--- src/rtl/clkmode_pkg.sv ---
package clkmode_pkg;
   localparam int CM_DATA_W = 8;
   localparam int CM_DIV_W  = 2;
   localparam logic [CM_DATA_W-1:0] CM_PROT_MASK = 8'b0010_0011;
   localparam logic [CM_DATA_W-1:0] CM_RESET_VAL = 8'b1101_1000;

   typedef struct packed {
      logic                ceramic;
      logic [CM_DIV_W-1:0] div;
      logic                main_en;
      logic                ring_en;
      logic                dbl_en;
      logic                use_main;
   } clk_ctl_t;
endpackage

--- src/rtl/clkmode_lock.sv ---
module clkmode_lock (
   input  logic clk,
   input  logic rst_n,
   input  logic wr_en,
   output logic lock_q
);
   always_ff @(posedge clk or negedge rst_n) begin
      if (!rst_n) lock_q <= 1'b0;
      else if (wr_en) lock_q <= 1'b1;
   end


   lock_sticky_chk: assert property (@(posedge clk) disable iff (!rst_n)
      lock_q |=> lock_q);


   lock_on_write_chk: assert property (@(posedge clk) disable iff (!rst_n)
      wr_en |=> lock_q);
endmodule

--- src/rtl/clkmode_store.sv ---
module clkmode_store #(
   parameter int                 DATA_W    = 8,
   parameter logic [DATA_W-1:0]  PROT_MASK = 8'b0010_0011,
   parameter logic [DATA_W-1:0]  RESET_VAL = 8'b1101_1000
) (
   input  logic              clk,
   input  logic              rst_n,
   input  logic              wr_en,
   input  logic              wr_rmw,
   input  logic              lock_i,
   input  logic [DATA_W-1:0] wr_data,
   output logic [DATA_W-1:0] q
);
   localparam logic [DATA_W-1:0] FREE_MASK = ~PROT_MASK;

   logic prot_ld;
   assign prot_ld = wr_en & ~wr_rmw & ~lock_i;

   for (genvar b = 0; b < DATA_W; b++) begin : g_bit
      if (PROT_MASK[b]) begin : g_prot
         always_ff @(posedge clk or negedge rst_n) begin
            if (!rst_n) q[b] <= RESET_VAL[b];
            else if (prot_ld) q[b] <= wr_data[b];
         end
      end else begin : g_free
         always_ff @(posedge clk or negedge rst_n) begin
            if (!rst_n) q[b] <= RESET_VAL[b];
            else if (wr_en) q[b] <= wr_data[b];
         end
      end
   end


   free_bits_load_chk: assert property (@(posedge clk) disable iff (!rst_n)
      wr_en |=> ((q & FREE_MASK) == ($past(wr_data) & FREE_MASK)));


   first_write_load_chk: assert property (@(posedge clk) disable iff (!rst_n)
      (wr_en && !wr_rmw && !lock_i) |=> ((q & PROT_MASK) == ($past(wr_data) & PROT_MASK)));


   locked_hold_chk: assert property (@(posedge clk) disable iff (!rst_n)
      lock_i |=> ((q & PROT_MASK) == ($past(q) & PROT_MASK)));


   rmw_hold_chk: assert property (@(posedge clk) disable iff (!rst_n)
      (wr_en && wr_rmw) |=> ((q & PROT_MASK) == ($past(q) & PROT_MASK)));
endmodule

--- src/rtl/clkmode_decode.sv ---
module clkmode_decode
   import clkmode_pkg::*;
#(
   parameter int DATA_W   = 8,
   parameter int SRC_BIT  = 5,
   parameter int DBL_BIT  = 1,
   parameter int MAIN_BIT = 4,
   parameter int RING_BIT = 3,
   parameter int DIV_LSB  = 6
) (
   input  logic [DATA_W-1:0] mode_i,
   input  logic              lock_i,
   output clk_ctl_t          ctl
);
   always_comb begin
      ctl.ceramic  = mode_i[SRC_BIT];
      ctl.div      = mode_i[DIV_LSB +: CM_DIV_W];
      ctl.main_en  = mode_i[MAIN_BIT];
      ctl.ring_en  = mode_i[RING_BIT];
      ctl.dbl_en   = mode_i[DBL_BIT] & mode_i[SRC_BIT];
      ctl.use_main = lock_i;
   end
endmodule

--- src/rtl/clkmode_reg.sv ---
module clkmode_reg
   import clkmode_pkg::*;
#(
   parameter int                DATA_W    = CM_DATA_W,
   parameter logic [DATA_W-1:0] PROT_MASK = CM_PROT_MASK,
   parameter logic [DATA_W-1:0] RESET_VAL = CM_RESET_VAL,
   parameter int                SRC_BIT   = 5,
   parameter int                DBL_BIT   = 1,
   parameter int                MAIN_BIT  = 4,
   parameter int                RING_BIT  = 3,
   parameter int                DIV_LSB   = 6
) (
   input  logic              clk,
   input  logic              rst_n,
   input  logic              wr_en,
   input  logic [DATA_W-1:0] wr_data,
   input  logic              wr_rmw,
   output logic [DATA_W-1:0] mode_q,
   output logic              osc_ceramic,
   output logic [CM_DIV_W-1:0] div_sel,
   output logic              main_osc_en,
   output logic              ring_osc_en,
   output logic              dbl_speed_en,
   output logic              main_src_sel
);
   if (DIV_LSB + CM_DIV_W > DATA_W) begin : g_bad_div
      $error("division field exceeds register width");
   end
   if (!PROT_MASK[SRC_BIT] || !PROT_MASK[DBL_BIT]) begin : g_bad_mask
      $error("source and speed bits must be protected");
   end
   if (PROT_MASK[MAIN_BIT] || PROT_MASK[RING_BIT]) begin : g_bad_free
      $error("oscillator enables must stay writable");
   end

   logic     lock_q;
   clk_ctl_t ctl;

   clkmode_lock u_lock (
      .clk    (clk),
      .rst_n  (rst_n),
      .wr_en  (wr_en),
      .lock_q (lock_q)
   );

   clkmode_store #(
      .DATA_W    (DATA_W),
      .PROT_MASK (PROT_MASK),
      .RESET_VAL (RESET_VAL)
   ) u_store (
      .clk     (clk),
      .rst_n   (rst_n),
      .wr_en   (wr_en),
      .wr_rmw  (wr_rmw),
      .lock_i  (lock_q),
      .wr_data (wr_data),
      .q       (mode_q)
   );

   clkmode_decode #(
      .DATA_W   (DATA_W),
      .SRC_BIT  (SRC_BIT),
      .DBL_BIT  (DBL_BIT),
      .MAIN_BIT (MAIN_BIT),
      .RING_BIT (RING_BIT),
      .DIV_LSB  (DIV_LSB)
   ) u_decode (
      .mode_i (mode_q),
      .lock_i (lock_q),
      .ctl    (ctl)
   );

   assign osc_ceramic  = ctl.ceramic;
   assign div_sel      = ctl.div;
   assign main_osc_en  = ctl.main_en;
   assign ring_osc_en  = ctl.ring_en;
   assign dbl_speed_en = ctl.dbl_en;
   assign main_src_sel = ctl.use_main;


   main_src_rise_chk: assert property (@(posedge clk) disable iff (!rst_n)
      $rose(main_src_sel) |-> $past(wr_en));


   main_src_hold_chk: assert property (@(posedge clk) disable iff (!rst_n)
      main_src_sel |=> main_src_sel);
endmodule

--- config.mk ---
export PLATFORM = sky130hd
export DESIGN_NAME = clkmode_reg
export DESIGN_NICKNAME = d
export VERILOG_FILES = /design/src/rtl/clkmode_pkg.sv /design/src/rtl/clkmode_lock.sv /design/src/rtl/clkmode_store.sv /design/src/rtl/clkmode_decode.sv /design/src/rtl/clkmode_reg.sv
export SDC_FILE = /design/constraint.sdc
export NUM_CORES = 1
export LEC_CHECK = 0
export CORE_AREA = 2 2 39 41
export CTS_BUF_LIST = sky130_fd_sc_hd__clkbuf_4 sky130_fd_sc_hd__clkbuf_8
export DETAILED_ROUTE_END_ITERATION = 10
export DIE_AREA = 0 0 41 43
export DONT_BUFFER_PORTS = 1
export HOLD_SLACK_MARGIN = 0.1
export PLACE_DENSITY_LB_ADDON = 0.2
export SYNTH_ARGS = -nofsm -noshare
export SYNTH_HDL_FRONTEND = slang
export SYNTH_SLANG_ARGS = --single-unit
--- constraint.sdc ---
create_clock -name clk -period 2.95 [get_ports clk]
set_input_delay 0.1475 -clock clk [delete_from_list [all_inputs] [get_ports clk]]
set_output_delay 0.1475 -clock clk [all_outputs]
set_load 0.01 [all_outputs]
### Yosys cells after proc, flatten, opt, wreduce, memory -nomap -nowiden

Cells that the tools add are included.

| word-level totals | value |
|---|---|
| bits in registers | 9 |
| bits of input ports | 12 |
| output and inout port bits | 15 |
| logic and storage cells | 14 |

| cells by class | value |
|---|---|
| bitwise operators | 5 |

Operator list:

| operator | count |
|---|---|
| 1-bit bitwise AND | 3 |
| 1-bit NOT | 2 |

### Longest topological paths before layout

Gate-level depths: netlist of run 1.

| logic depth | value |
|---|---|
| depth in word-level cells | 3 |
| gate-level depth with buffers | 3 |
| gate-level depth less buffers | 2 |

### By module

Synthesis of run 1 repeated with hierarchy kept, for this count alone.

| unflattened totals | value |
|---|---|
| cells, all modules | 26 |
| area total of the unflattened synthesis | 396.6 um^2 |

Modules (own cells, without submodules):

| module | instances | cells an instance | area an instance (um^2) | sequential area each (um^2) |
|---|---|---|---|---|
| clkmode_store | 1 | 17 | 314.1 | 205.2 |
| clkmode_decode | 1 | 7 | 51.3 | 0.0 |
| clkmode_lock | 1 | 2 | 31.3 | 25.0 |

### Worst setup path before layout of run 1

OpenSTA, ideal clock, no wires.

| timing | value |
|---|---|
| path type | register to register |
| from | register u_lock.lock_q |
| to | register u_store.q[0] |
| library setup time | 0.125 ns |
| arrival time | 1.008 ns |
| required time | 2.825 ns |
| setup slack | 1.818 ns |
| stages on the path, launching flop included | 3 |
| buffers on the path | 0 |
| period minus slack after synthesis | 1.132 ns |
| cell sequence | dfrtp_1 > nor3b_4 > mux2_2 |

| on the way | value |
|---|---|
| word-level cells in the longest chain between the ends | 2 |

Ends and longest elaborated chain:

| item | line | RTL |
|---|---|---|
| start: declaration | clkmode_lock.sv:5 | `output logic lock_q` |
| start signal: assignment | clkmode_lock.sv:8 | `if (!rst_n) lock_q <= 1'b0;` |
| start signal: assignment | clkmode_lock.sv:9 | `else if (wr_en) lock_q <= 1'b1;` |
| 1-bit NOT | clkmode_store.sv:17 | `assign prot_ld = wr_en & ~wr_rmw & ~lock_i;` |
| 1-bit bitwise AND | clkmode_store.sv:17 |  |
| end signal: indexed assignment | clkmode_store.sv:22 | `if (!rst_n) q[b] <= RESET_VAL[b];` |
| end signal: indexed assignment | clkmode_store.sv:23 | `else if (prot_ld) q[b] <= wr_data[b];` |
| end: declaration | clkmode_store.sv:12 | `output logic [DATA_W-1:0] q` |

No other way between the ends.
A chain may end at the register's enable or synchronous reset.

### Worst setup path after layout of run 1

Same ends and word-level chain as after synthesis.

==> results of run 1 <==
==> synthesized netlist by cell type (all sizes together) <==
cell / count / share of area
dfstp: 4 / 0.26
mux2: 8 / 0.23
or2: 1 / 0.016
dfrtp: 5 / 0.31
buf: 6 / 0.12
nor3b: 1 / 0.047
and2: 1 / 0.016
==> per-stage QoR <==
step	utilization	hold WS, ns
2_1_floorplan	-	-0.148
3_3_place_gp	0.269	-0.148
3_5_place_dp	0.269	-0.148
4_1_cts	0.363	0.154
5_1_grt	0.363	0.155
6_report	0.363	0.163
==> critical path, delay by kind of cell, from the launching register on <==
kind	cells	cell delay, ns
flip-flops	1	0.45
multiplexers	1	0.37
AND/OR/NAND/NOR	1	0.26
==> metal layers <==
metal | GRT usage | vias to the layer above | wire [µm]
li1 | - | 98 | -
met1 | 0.106 | 111 | 266
met2 | 0.128 | 17 | 354
met3 | 0.0733 | 0 | 107
met4 | 0.0600 | 0 | 0
met5 | 0 | - | 0
==> cell families after synthesis <==
logic type             share of synthesized area
DFF                                        0.575
muxes                                      0.225
buffers and inverters                      0.122
and+or+nand+nor                           0.0781
==> final cells by class <==
class	instances	area (µm²)	area share
flip-flops and latches	9	230	0.459
multi-input cells	11	121	0.242
repair buffers	10	100	0.200
clock buffers	4	30.0	0.0599
well taps	16	20.0	0.0399
==> power groups by stage <==
stage	clock, µW	sequential, µW	combinational [µW]
global route	114	159	29.0
floorplan	0	152	27.2
global placement	0	159	11.9
finish	102	156	26.2
detailed placement	0	159	12.9
CTS	107	157	26.7
==> timing repair <==
item | CTS | global route
resized for setup | 0 | 0
setup endpoints to repair | 0 | 0
hold endpoints to repair | 18 | 0
hold buffers | 10 | 0
==> sequential cells by signal, indices dropped and copies added, names as in the netlist <==
name / count
u_store.q: 8
u_lock.lock_q: 1
==> final timing paths <==
kind | startpoint | to | slack [ns] | depth (start not counted)
min in group asynchronous | rst_n | u_store.q[5] | 0.26 | 1
hold reg to reg | u_store.q[2] | u_store.q[2] | 0.58 | 1
setup / recovery | u_lock.lock_q | u_store.q[0] | 1.75 | 2
hold / removal | wr_rmw | u_store.q[5] | 0.16 | 2
setup reg to reg | u_lock.lock_q | u_store.q[0] | 1.75 | 2
max in group asynchronous | rst_n | u_store.q[7] | 2.37 | 1
==> metrics, run 1 <==
TritonRoute pass-1 iters 2; unrepaired setup endpoints after global routing no; Power Density 566 nW/µm²; Clk Latency, worst-skew pair 0.25 ns; Setup WS post-layout 1.75 ns; internal power 218 µW; clock sink count 9; placed cell count 36; Leak 0.000207 µW; Worst setup EP type flip-flop; post-synthesis cell type count 8; DR vias/cell 4.52; Area Growth Syn to Fin 25.3%; Clock transition at path regs 0.06 ns; CP cell instances nor3b_4, mux2_2; sequential share of power 0.550; max-slew violations 0; final period utilization 0.405; total track usage 0.0974; H-Tree Depth 1; final hold vios 0; cells after synthesis 26; Die ar. 1760 µm²; DR WL/cell 14.6 µm; post-synthesis sequential area ratio 0.575; maximum capacitance violations 0; FP Rows 14; most common cell after layout, fill and taps aside dlygate4sd3_1; Routability Congestion 0.491; Detailed Route WL 728 µm; total CTS buffers 3; Clk pwr share 0.358; clock skew 0.000929 ns; Post-DRT Antenna Nets 0; gr ovfl total 0; Worst setup SP type flip-flop; starting density of the core 0.289; HPWL Detailed 501 µm; minimum clock period 1.20 ns; Critical Path Fanout Max 3; num ports 27; ANT cells 0; DR vias 226; first-pass GRT wire length 1070 µm; highest clock rate 0.837 GHz; P_sw 66.2 µW; dpl cell area 372 µm²; Root Driver clkbuf_4; antenna violations before repair 0; combinational share of power 0.092; Total Power 284 µW; Die Wd 41 µm; Least-Margin Pin Slew 0.411 ns; Final nets 47; Yosys reg bits 9; setup tns final 0 ns; crit path max-delay cell type dfrtp_1; CP Data Required Time 3.09 ns; vias in the first global route 236; syn_nets 38; 1st-iter DRT viols 2; outcome finished, final reports clean; pre-CTS setup slack 1.76 ns; commonest cells after routing, fill and taps aside dlygate4sd3_1 (10), mux2_2 (8), dfrtp_1 (5), clkbuf_4 (4), dfstp_2 (4); share of cells above drive strength 1 0.529; Vert. Die Dim 43 µm; Filler cells 132; Port Buffers 0; worst min-delay path class primary input to flip-flop; Clock Path Buffers 2; largest net degree at the start of global routing 10; CTS tree done; switch share 0.233; syn avg cell area 15.4 µm²; fin cells 50; Setup Fix Bufs, Post-CTS 0; cell area after synthesis 400 µm²; YS warnings 0; core area 1380 µm²; Setup CP Type flip-flop to flip-flop; WP data arrival 1.33 ns; CP peak stage delay 0.45 ns; slew margin rel. 0.725; final instance area 502 µm²; DRC 0; # setup viols final 0; worst ir drop on vdd 338 µV
Power figures use the tool's default switching activity.
==> run 2: changes to the inputs <==
Clock period 2.95 ns to 1.2 ns, I/O delays scaled along.
==> run 2 against run 1 <==
Via count up 2.2%. Die area stayed put. First-iteration DRC count is the same. Register-to-register slack got worse by 1.7 ns. Fmax rose by 4.9%. Clock power increased by 140%. Critical path depth stayed put. Global-route usage rose by 0.40 points. Sequential power increased by 150%. Sequential share of layout area shrank 1.5 points. Worst setup slack worse by 1.7 ns. Largest cell class unchanged. Flip-flop and latch count unchanged.
==> metrics, run 2 (synthesis results as in run 1) <==
Die Wd 41 µm (unchanged); CP peak stage delay 0.40 ns (-0.05 ns); commonest cells after routing, fill and taps aside dlygate4sd3_1 (11), mux2_2 (8), dfrtp_1 (5), clkbuf_4 (4), dfstp_2 (4); first-pass GRT wire length 1080 µm (+0.65%); vias in the first global route 256 (+8.5%); core area 1380 µm² (unchanged); Routability Congestion 0.464 (-5.6%); antenna violations before repair 0 (unchanged); Root Driver clkbuf_4; total CTS buffers 3 (unchanged); FP Rows 14 (unchanged); maximum capacitance violations 0 (unchanged); max reg flops 8 (unchanged); slew margin rel. 0.730 (+0.00439); Clock Path Buffers 2 (unchanged); Area Growth Syn to Fin 29.7%; Final nets 49 (+4.3%); DR WL/cell 13.0 µm (-11%); gr ovfl total 0 (unchanged); max-slew violations 0 (unchanged); DRC 0 (unchanged); CP Data Required Time 1.33 ns (-1.76 ns); unrepaired setup endpoints after global routing no; pre-CTS setup slack 0.0607 ns (-1.70 ns); Clock transition at path regs 0.06 ns (about the same); Crit Reg-Reg Startpoint u_lock.lock_q; outcome finished, final reports clean; share of cells above drive strength 1 0.528 (-0.00163); worst min-delay path class primary input to async pin; worst ir drop on vdd 684 µV (+100%); Filler cells 130 (-1.5%); Critical Path Fanout Max 3 (unchanged); dpl cell area 379 µm² (+2.0%); TritonRoute pass-1 iters 3 (+1); Detailed Route WL 674 µm (-7.4%); DR vias 231 (+2.2%); crit path to u_store.q[5]; starting density of the core 0.289 (unchanged); total track usage 0.101 (+0.00395); layer with the highest usage met2; WP depth 2 (unchanged); R2R Setup Slk 0.06 ns (-1.69 ns); DR vias/cell 4.44 (-1.7%); CP top delay family flip-flops; FF-to-FF End u_store.q[5]; final instance area 519 µm² (+3.5%); most common cell after layout, fill and taps aside dlygate4sd3_1; Die ar. 1760 µm² (unchanged); Largest regs u_store.q x8, u_lock.lock_q x1; ANT cells 0 (unchanged); reg2reg path depth 2 (unchanged); Worst setup SP type flip-flop; H-Tree Depth 1 (unchanged); clock skew 0.00714 ns (+0.00621 ns); Clk Latency, worst-skew pair 0.25 ns (about the same); CP Launch Point u_lock.lock_q; Setup Fix Bufs, Post-CTS 0 (unchanged); setup tns final 0 ns (unchanged); Vert. Die Dim 43 µm (unchanged); Setup CP Type flip-flop to flip-flop; CTS tree done; Least-Margin Pin Slew 0.404 ns (-0.00657 ns); final hold vios 0 (unchanged); Power Density 1350 nW/µm² (+140%); clock sink count 9 (unchanged); num ports 27 (unchanged); Post-DRT Antenna Nets 0 (unchanged); hold_buf cts 11 (+1); Leak 0.000215 µW (+4.0%); # setup viols final 0 (unchanged); minimum clock period 1.14 ns (-0.0558 ns); final period utilization 0.949 (+0.544); Top reg by flops u_store.q; Worst setup EP type flip-flop; Setup WS post-layout 0.0607 ns (-1.69 ns); Port Buffers 0 (unchanged); highest clock rate 0.878 GHz (+4.9%); grt met2 use 0.134 (+0.00625); crit path max-delay cell type dfrtp_1; 1st-iter DRT viols 2 (unchanged); HPWL Detailed 502 µm (+0.12%); GR Layer Usage met1 0.103 (-0.00366); WP data arrival 1.27 ns (-0.06 ns); WP buf/inv 0 (unchanged); largest net degree at the start of global routing 10 (unchanged); met3 Resource Use GR 0.105 (+0.0314); CP cell instances nor3b_4, mux2_2; post-CTS sizing 0 (unchanged)
==> run 2: cell count changes in the layout (fill, tap and decap cells not counted) <==
| cell | previous run | this run |
|---|---|---|
| buf_4 | 0 | 1 |
| dlygate4sd3_1 | 10 | 11 |
==> run 2: report_power, final <==
group / switching (µW) / internal (µW) / total, µW
Clock: 98.3 / 150 / 249
Sequential: 43.2 / 341 / 384
Combinational: 21.0 / 46.6 / 67.6
==> run 2: routing by layer <==
layer	part of all wire	vias up	routed length (µm)
met5	0	-	0
met4	0	0	0
met3	0.14	0	96
met2	0.45	18	300
met1	0.41	110	277
li1	-	103	-
==> run 2: worst min path at each step <==
stage	endpoint	startpoint	cells after the start
after global routing	u_store.q[1]	wr_en	2
after CTS	u_store.q[2]	rst_n	1
final	u_store.q[2]	rst_n	1
after detailed placement	u_store.q[2]	rst_n	0
after global placement	u_store.q[2]	rst_n	0
after floorplan	u_lock.lock_q	rst_n	0
==> run 2: per-stage QoR <==
step | utilization | hold WS, ns | total power [µW] | std cells
global placement | 0.274 | -0.235 | 419 | 37
CTS | 0.375 | 0.165 | 717 | 52
detailed placement | 0.274 | -0.235 | 422 | 37
floorplan | - | -0.236 | 441 | 26
finish | 0.375 | 0.165 | 700 | 52
global route | 0.375 | 0.171 | 753 | 52
==> run 2: layout make-up <==
cell class | instances | area, µm² | area share
Sequential cell | 9 | 230 | 0.443
Multi-Input combinational cell | 11 | 121 | 0.234
Timing Repair Buffer | 12 | 118 | 0.227
Clock buffer | 4 | 30.0 | 0.0578
Tap cell | 16 | 20.0 | 0.0386
